==> src/rtl/sio_pkg.sv <==
package sio_pkg;
  localparam int DW    = 8;
  localparam int PW    = 4;
  localparam int NSRC  = 6;
  localparam int NCH   = 2;

  localparam logic [2:0] CMD_PT_HI  = 3'b001;
  localparam logic [2:0] CMD_RS_EXT = 3'b010;
  localparam logic [2:0] CMD_RS_TX  = 3'b101;
  localparam logic [2:0] CMD_RS_ERR = 3'b110;
  localparam logic [2:0] CMD_RS_IUS = 3'b111;

  localparam logic [PW-1:0] REG_STAT = 4'd0;
  localparam logic [PW-1:0] REG_ERRS = 4'd1;
  localparam logic [PW-1:0] REG_VEC  = 4'd2;
  localparam logic [PW-1:0] REG_PEND = 4'd3;
  localparam logic [PW-1:0] REG_CTRL = 4'd9;

  typedef enum logic [1:0] {RXI_OFF, RXI_FIRST, RXI_ALL, RXI_SPECIAL} rxi_mode_t;

  typedef struct packed {
    logic [PW-1:0] ptr;
    logic [DW-1:0] ien;
    logic          rx_avail;
    logic          tx_empty;
    logic          frame_err;
    logic          par_err;
    logic          first_armed;
    logic          first_ip;
    logic          tx_ip;
    logic          ext_ip;
  } chan_state_t;

  localparam chan_state_t CH_RESET = '{ptr: '0, ien: '0, rx_avail: 1'b0,
    tx_empty: 1'b1, frame_err: 1'b0, par_err: 1'b0, first_armed: 1'b1,
    first_ip: 1'b0, tx_ip: 1'b0, ext_ip: 1'b0};

  // Highest set bit as a one-hot vector; bit NSRC-1 ranks first.
  function automatic logic [NSRC-1:0] top_of(input logic [NSRC-1:0] v);
    logic [NSRC-1:0] r;
    r = '0;
    for (int i = 0; i < NSRC; i++) begin
      if (v[i]) r = NSRC'(1) << i;
    end
    return r;
  endfunction

  // Mask of all bits at or above a one-hot position.
  function automatic logic [NSRC-1:0] at_or_above(input logic [NSRC-1:0] onehot);
    return ~(onehot - NSRC'(1));
  endfunction

  // Cause nibble for the winning source (bit 0 always 0).
  function automatic logic [3:0] cause_code(input logic [NSRC-1:0] top,
                                            input logic sp_a, input logic sp_b);
    logic [3:0] c;
    unique case (top)
      6'b100000: c = sp_a ? 4'hE : 4'hC;
      6'b010000: c = 4'h8;
      6'b001000: c = 4'hA;
      6'b000100: c = sp_b ? 4'h6 : 4'h4;
      6'b000010: c = 4'h0;
      6'b000001: c = 4'h2;
      default:   c = 4'h6;
    endcase
    return c;
  endfunction
endpackage

==> src/rtl/sio_chan.sv <==
module sio_chan
  import sio_pkg::*;
(
  input  logic          clk,
  input  logic          rst_n,
  input  logic          chan_rst,
  input  logic          cmd_wr,
  input  logic          cmd_rd,
  input  logic          data_wr,
  input  logic          data_rd,
  input  logic [DW-1:0] wdata,
  input  logic          ev_rx,
  input  logic          ev_tx,
  input  logic          ev_ext,
  input  logic          ev_frame,
  input  logic          ev_par,
  output logic [PW-1:0] ptr,
  output logic [DW-1:0] stat0,
  output logic [DW-1:0] stat1,
  output logic          ip_rx,
  output logic          ip_sp,
  output logic          ip_tx,
  output logic          ip_ext
);
  chan_state_t st, nxt;
  rxi_mode_t   mode;
  logic [2:0]  code;

  assign mode = rxi_mode_t'(st.ien[4:3]);
  assign code = wdata[5:3];

  always_comb begin
    nxt = st;
    if (chan_rst) begin
      nxt = CH_RESET;
    end else begin
      if (cmd_wr) begin
        if (st.ptr == REG_STAT) begin
          nxt.ptr = {code == CMD_PT_HI, wdata[2:0]};
          if (code == CMD_RS_EXT) nxt.ext_ip = 1'b0;
          if (code == CMD_RS_TX)  nxt.tx_ip  = 1'b0;
          if (code == CMD_RS_ERR) begin
            nxt.frame_err   = 1'b0;
            nxt.par_err     = 1'b0;
            nxt.first_armed = 1'b1;
          end
        end else begin
          if (st.ptr == REG_ERRS) begin
            nxt.ien         = wdata;
            nxt.first_armed = 1'b1;
          end
          nxt.ptr = REG_STAT;
        end
      end
      if (cmd_rd) nxt.ptr = REG_STAT;
      if (data_wr) begin
        nxt.tx_empty = 1'b0;
        nxt.tx_ip    = 1'b0;
      end
      if (data_rd) begin
        nxt.rx_avail = 1'b0;
        nxt.first_ip = 1'b0;
      end
      if (ev_rx) begin
        nxt.rx_avail = 1'b1;
        if (st.first_armed && mode == RXI_FIRST) begin
          nxt.first_ip    = 1'b1;
          nxt.first_armed = 1'b0;
        end
      end
      if (ev_tx) begin
        nxt.tx_empty = 1'b1;
        if (st.ien[1]) nxt.tx_ip = 1'b1;
      end
      if (ev_ext && st.ien[0]) nxt.ext_ip = 1'b1;
      if (ev_frame) nxt.frame_err = 1'b1;
      if (ev_par)   nxt.par_err   = 1'b1;
    end
  end

  always_ff @(posedge clk or negedge rst_n) begin
    if (!rst_n) st <= CH_RESET;
    else        st <= nxt;
  end

  assign ptr    = st.ptr;
  assign stat0  = {5'b0, st.tx_empty, 1'b0, st.rx_avail};
  assign stat1  = {1'b0, st.frame_err, 1'b0, st.par_err, 3'b0, st.tx_empty};
  assign ip_sp  = (mode != RXI_OFF) && (st.frame_err || (st.ien[2] && st.par_err));
  assign ip_rx  = ((mode == RXI_ALL) && st.rx_avail) || st.first_ip;
  assign ip_tx  = st.tx_ip;
  assign ip_ext = st.ext_ip;
endmodule

==> src/rtl/sio_irq_rank.sv <==
module sio_irq_rank
  import sio_pkg::*;
(
  input  logic            clk,
  input  logic            rst_n,
  input  logic [NSRC-1:0] pend,
  input  logic            sp_a,
  input  logic            sp_b,
  input  logic            mie,
  input  logic            ack,
  input  logic            ius_pop,
  input  logic            clr_a,
  input  logic            clr_b,
  output logic            irq,
  output logic [NSRC-1:0] top_src,
  output logic [NSRC-1:0] ius,
  output logic [3:0]      code
);
  localparam int HALF = NSRC / 2;
  logic [NSRC-1:0] ius_nxt, blocked;

  assign top_src = top_of(pend);
  assign blocked = ius & at_or_above(top_src);
  assign irq     = mie && (|pend) && !(|blocked);
  assign code    = cause_code(top_src, sp_a, sp_b);

  always_comb begin
    ius_nxt = ius;
    if (ack && irq) ius_nxt = ius_nxt | top_src;
    if (ius_pop)    ius_nxt = ius_nxt & ~top_of(ius);
    if (clr_a)      ius_nxt[NSRC-1:HALF] = '0;
    if (clr_b)      ius_nxt[HALF-1:0]    = '0;
  end

  always_ff @(posedge clk or negedge rst_n) begin
    if (!rst_n) ius <= '0;
    else        ius <= ius_nxt;
  end
endmodule

==> src/rtl/sio_regfile.sv <==
module sio_regfile
  import sio_pkg::*;
(
  input  logic          clk,
  input  logic          rst_n,
  input  logic          host_wr,
  input  logic          host_rd,
  input  logic [1:0]    host_addr,
  input  logic [7:0]    host_wdata,
  output logic [7:0]    host_rdata,
  input  logic [7:0]    rx_byte_a,
  input  logic [7:0]    rx_byte_b,
  output logic [7:0]    tx_byte,
  output logic [1:0]    tx_load,
  input  logic [1:0]    ev_rx,
  input  logic [1:0]    ev_tx_empty,
  input  logic [1:0]    ev_ext,
  input  logic [1:0]    ev_frame_err,
  input  logic [1:0]    ev_parity_err,
  output logic          irq
);
  localparam int CH_A = 1;
  localparam int CH_B = 0;

  logic [NCH-1:0][PW-1:0] ptr;
  logic [NCH-1:0][DW-1:0] stat0, stat1;
  logic [NCH-1:0]         ip_rx, ip_sp, ip_tx, ip_ext, chan_rst;
  logic [DW-1:0]          vec_q;
  logic [3:0]             ctrl_q;
  logic                   acc_ch, is_data;
  logic [PW-1:0]          cur_ptr;
  logic                   reg_wr, cmd0_wr, vec_wr, ctrl_wr, full_rst, ius_pop, ack;
  logic                   mie, no_vec, vis;
  logic [NSRC-1:0]        pend, top_src, ius;
  logic [3:0]             code;
  logic [DW-1:0]          vec_rd, pend_rd;

  assign acc_ch   = host_addr[1];
  assign is_data  = host_addr[0];
  assign cur_ptr  = ptr[acc_ch];
  assign reg_wr   = host_wr && !is_data && (cur_ptr != REG_STAT);
  assign cmd0_wr  = host_wr && !is_data && (cur_ptr == REG_STAT);
  assign vec_wr   = reg_wr && (cur_ptr == REG_VEC);
  assign ctrl_wr  = reg_wr && (cur_ptr == REG_CTRL);
  assign full_rst = ctrl_wr && (host_wdata[7:6] == 2'b11);
  assign ius_pop  = cmd0_wr && (acc_ch == 1'(CH_A)) && (host_wdata[5:3] == CMD_RS_IUS);
  assign ack      = host_rd && !is_data && (cur_ptr == REG_VEC) && !no_vec;
  assign mie      = ctrl_q[3];
  assign no_vec   = ctrl_q[1];
  assign vis      = ctrl_q[0];

  assign chan_rst[CH_A] = ctrl_wr && host_wdata[7];
  assign chan_rst[CH_B] = ctrl_wr && host_wdata[6];

  for (genvar i = 0; i < NCH; i++) begin : g_chan
    logic sel;
    assign sel = (acc_ch == 1'(i));
    sio_chan u_chan (
      .clk      (clk),
      .rst_n    (rst_n),
      .chan_rst (chan_rst[i]),
      .cmd_wr   (host_wr && !is_data && sel),
      .cmd_rd   (host_rd && !is_data && sel),
      .data_wr  (host_wr && is_data && sel),
      .data_rd  (host_rd && is_data && sel),
      .wdata    (host_wdata),
      .ev_rx    (ev_rx[i]),
      .ev_tx    (ev_tx_empty[i]),
      .ev_ext   (ev_ext[i]),
      .ev_frame (ev_frame_err[i]),
      .ev_par   (ev_parity_err[i]),
      .ptr      (ptr[i]),
      .stat0    (stat0[i]),
      .stat1    (stat1[i]),
      .ip_rx    (ip_rx[i]),
      .ip_sp    (ip_sp[i]),
      .ip_tx    (ip_tx[i]),
      .ip_ext   (ip_ext[i])
    );
    assign tx_load[i] = host_wr && is_data && sel;
  end

  assign tx_byte = host_wdata;

  assign pend = {ip_rx[CH_A] | ip_sp[CH_A], ip_tx[CH_A], ip_ext[CH_A],
                 ip_rx[CH_B] | ip_sp[CH_B], ip_tx[CH_B], ip_ext[CH_B]};

  sio_irq_rank u_rank (
    .clk     (clk),
    .rst_n   (rst_n),
    .pend    (pend),
    .sp_a    (ip_sp[CH_A]),
    .sp_b    (ip_sp[CH_B]),
    .mie     (mie),
    .ack     (ack),
    .ius_pop (ius_pop),
    .clr_a   (chan_rst[CH_A]),
    .clr_b   (chan_rst[CH_B]),
    .irq     (irq),
    .top_src (top_src),
    .ius     (ius),
    .code    (code)
  );

  always_ff @(posedge clk or negedge rst_n) begin
    if (!rst_n) begin
      vec_q  <= '0;
      ctrl_q <= '0;
    end else if (full_rst) begin
      vec_q  <= '0;
      ctrl_q <= '0;
    end else begin
      if (vec_wr)  vec_q  <= host_wdata;
      if (ctrl_wr) ctrl_q <= host_wdata[3:0];
    end
  end

  assign vec_rd  = (acc_ch == 1'(CH_B) && vis) ? {vec_q[7:4], code[3:1], vec_q[0]} : vec_q;
  assign pend_rd = (acc_ch == 1'(CH_A)) ? {2'b00, pend} : '0;

  always_comb begin
    host_rdata = '0;
    if (is_data) begin
      host_rdata = acc_ch ? rx_byte_a : rx_byte_b;
    end else begin
      unique case (cur_ptr)
        REG_STAT: host_rdata = stat0[acc_ch];
        REG_ERRS: host_rdata = stat1[acc_ch];
        REG_VEC:  host_rdata = vec_rd;
        REG_PEND: host_rdata = pend_rd;
        default:  host_rdata = '0;
      endcase
    end
  end
endmodule

==> config.mk <==
export PLATFORM = sky130hd
export DESIGN_NAME = sio_regfile
export DESIGN_NICKNAME = d
export VERILOG_FILES = /design/src/rtl/sio_pkg.sv /design/src/rtl/sio_chan.sv /design/src/rtl/sio_irq_rank.sv /design/src/rtl/sio_regfile.sv
export SDC_FILE = /design/constraint.sdc
export NUM_CORES = 1
export LEC_CHECK = 0
export ABC_CLOCK_PERIOD_IN_PS = 6100
export BUFFER_PORTS_ARGS = -buffer_cell sky130_fd_sc_hd__buf_2
export CAP_MARGIN = 20
export CELL_PAD_IN_SITES_DETAIL_PLACEMENT = 0
export CELL_PAD_IN_SITES_GLOBAL_PLACEMENT = 1
export CORE_UTILIZATION = 45
export DETAILED_ROUTE_END_ITERATION = 8
export PLACE_DENSITY = 0.9
export SYNTH_ARGS = -nofsm -noshare
export SYNTH_HDL_FRONTEND = slang
export SYNTH_SLANG_ARGS = --single-unit
==> constraint.sdc <==
create_clock -name clk -period 6.1 [get_ports clk]
set_input_delay 1.525 -clock clk [delete_from_list [all_inputs] [get_ports clk]]
set_output_delay 1.525 -clock clk [all_outputs]
set_load 0.03 [all_outputs]
==> results.json <==
{
  "outcome": "completed",
  "final_core_util_pct": 52.2,
  "min_period_over_period_pct": 87.4,
  "synth_nets": 401,
  "cts_num_sinks": 51,
  "worst_clock_skew_ns": 0.0132,
  "ant_nets": 0,
  "p_per_area_mw_per_mm2": 303,
  "slew_headroom_pct": 49.3,
  "grt_pass1_wl_um": 14300,
  "ir_worst_vdd_uv": 250,
  "placed_area_mm2": 0.00347,
  "viasPerCell": 5.95,
  "synth_cell_types": 55,
  "synth.yosys.seq_area_share_pct": 40.1,
  "worstPathRequired_ns": 4.58,
  "finalHoldViolCount": 0,
  "crit_top_cell": "buf_2",
  "cp_data_arrival_time_ns": 3.81,
  "drv_slew": 0,
  "timing.final.ws_setup_ns": 0.766,
  "place_hpwl_um": 6560,
  "netlist_area_mm2": 0.00320,
  "multiInputGateArea_mm2": 0.00170,
  "cp_max_fo": 33,
  "fin_nets": 439,
  "synthArstFlopShare_pct": 100,
  "dieArea_mm2": 0.00745,
  "nFillCells": 694,
  "die_y_um": 86.3,
  "route.detailed.drc": 0,
  "post_drt_wl_per_cell_um": 18.1,
  "grt_use_total_pct": 25.0,
  "max_cap_violations": 0,
  "endpoint_kind": "output pin",
  "grt_max_degree": 52,
  "totalPowerFinal_w": 0.00108,
  "holdPathStages": 2,
  "yosysWarnings": 0,
  "post-cts-setup-buffer-count": 0,
  "syn_avg_cell_area_um2": 8.93,
  "final-seq-area_mm2": 0.00128,
  "rows": 30,
  "tightest_slew_ns": 0.758,
  "cts_tree": "built",
  "hold_path_class": "reg -> reg",
  "ys_ff_latch": 51,
  "rsz0062_at_grt": "no",
  "tns_ns": 0,
  "io_pins": 59,
  "grt_overflow": 0,
  "postSynthCellCount": 358,
  "path_cells": "buf_2 -> nor3b_1 -> o22a_1 -> nand2_1 -> o31ai_1 -> buf_2",
  "antenna_found_initial": 0,
  "p_leak_nw": 1.73,
  "area_growth_pct": 11.5,
  "slowest_stage": "nor3b_1",
  "post_cts_resized": 0,
  "drt_first_iter_violations": 356,
  "setup_viol": 0,
  "pre_cts_ws_ns": 0.803,
  "fin_area_mm2": 0.00357,
  "reg2reg_depth": 8,
  "finalWirelength_um": 8900,
  "critical_path_class": "in -> out",
  "ctsRootBufferMaster": "clkbuf_8",
  "cts_hold_buf": 0,
  "die_w_um": 86.3,
  "num_vias": 2933,
  "layout-drive-gt1-share_pct": 19.6,
  "place.gp.congestion": 0.894,
  "startpoint_type": "primary input",
  "dr.pass1.iters": 5,
  "numCtsBuffers": 5,
  "synth_edf_count": 0,
  "clk_latency_ns": 0.31,
  "synth_flop_cell": "dfrtp_1",
  "start_util_pct": 46.8,
  "antenna_cells": 0,
  "htreeDepth": 2,
  "clk_path_buf_depth": 2,
  "grt_pass1_vias": 2793,
  "min_period_ns": 5.33,
  "core_mm2": 0.00683,
  "slowest_delay_ns": 0.70,
  "clk_pin_slew_ns": 0.09,
  "fmax_mhz": 187,
  "port_buffers": 58
}
-- critical path: cells and delay by family --
kind,cells,cell delay [ns]
buf+inv,2,0.75
compound gates,2,0.68
simple gates,2,0.83
-- sequential cells by signal, summed over array words and instances, names as in the netlist --
name,cells
ctrl_q,3
g_chan.u_chan.ip_ext,2
g_chan.u_chan.ip_tx,2
g_chan.u_chan.mode,4
g_chan.u_chan.ptr,8
g_chan.u_chan.st,10
g_chan.u_chan.stat0,4
g_chan.u_chan.stat1,4
u_rank.ius,6
vec_q,8
-- cells in the mapped netlist (4+ instances only) --
library cell	number	area share (%)
dfstp_2	4	3.3
o21ai_0	15	2.3
a22o_1	10	2.7
nand2_1	25	2.9
nand3_1	12	1.9
clkbuf_1	10	1.2
nand4_1	4	0.78
buf_2	5	0.78
inv_1	17	2.0
nor3_1	8	1.3
a21oi_1	32	5.0
o21ai_1	5	0.78
and3_1	4	0.78
o211ai_1	5	1.2
a211oi_1	5	1.2
dfrtp_1	47	37
or4_1	4	0.94
nor2_1	33	3.9
mux2i_1	30	9.4
nor3b_1	5	1.2
nand3b_1	6	1.4
buf_4	10	2.3
-- per-layer routing --
layer	vias up	track usage, %	wire length, µm
met3	10	3.71	710
met5	-	0	0
met2	159	40.7	4130
met1	1385	34.6	3920
li1	1379	-	-
met4	0	7.88	149
-- final timing paths --
check / startpoint / to / slack [ns]
worst max-delay path: host_addr[1] / host_rdata[2] / 0.77
worst min-delay path: g_chan[0].u_chan.st[8] / g_chan[0].u_chan.ip_ext / 0.52
worst max register to register: g_chan[0].u_chan.stat1[4] / u_rank.ius[2] / 2.89
worst min register to register: g_chan[0].u_chan.st[8] / g_chan[0].u_chan.ip_ext / 0.52
max in group asynchronous: rst_n / g_chan[0].u_chan.stat1[4] / 4.33
min in group asynchronous: rst_n / u_rank.ius[1] / 1.32
-- where the power goes --
group,internal (W),total (W),switching [W]
Clock,0.000104,0.000215,0.000111
Combinational,0.000140,0.000342,0.000202
Sequential,0.000432,0.000525,0.0000930
-- through the flow --
stage,std cells,hold slack (ns)
CTS,493,0.528
floorplan,358,0.480
finish,493,0.524
global route,493,0.542
detailed placement,485,0.513
global placement,485,0.505
-- final cells by class --
| class | count | area share (%) |
|---|---|---|
| Multi-Input combinational cell | 262 | 47.8 |
| Sequential cell | 51 | 35.9 |
| Timing Repair Buffer | 59 | 8.35 |
| Tap cell | 96 | 3.37 |
| Clock buffer | 8 | 2.81 |
| Inverter | 17 | 1.79 |
-- placed cells by master (no fill, tap or decap), types with 4 or more instances in the layout --
cell	count
or4_1	4
inv_1	17
mux2i_1	30
and3_1	4
a22o_1	10
nand3_1	12
nand3b_1	6
a211oi_1	5
o211ai_1	5
nor3b_1	5
dfrtp_1	47
o21ai_0	15
nor2_1	33
nor3_1	8
a21oi_1	32
nand4_1	4
nand2_1	25
o21ai_1	5
buf_2	58
clkbuf_8	7
dfstp_2	4
-- cells by family (layout without fill, tap and decap cells) --
logic type      Yosys count  after routing  share of synthesized area (%)
fa+ha+maj                 3              3                           1.17
compound gates          100            100                           21.2
buf+inv                  45             84                           6.65
flops                    51             51                           40.1
simple gates            129            129                           21.5
mux                      30             30                           9.39
Note: power is estimated with default switching activity, not from simulation.
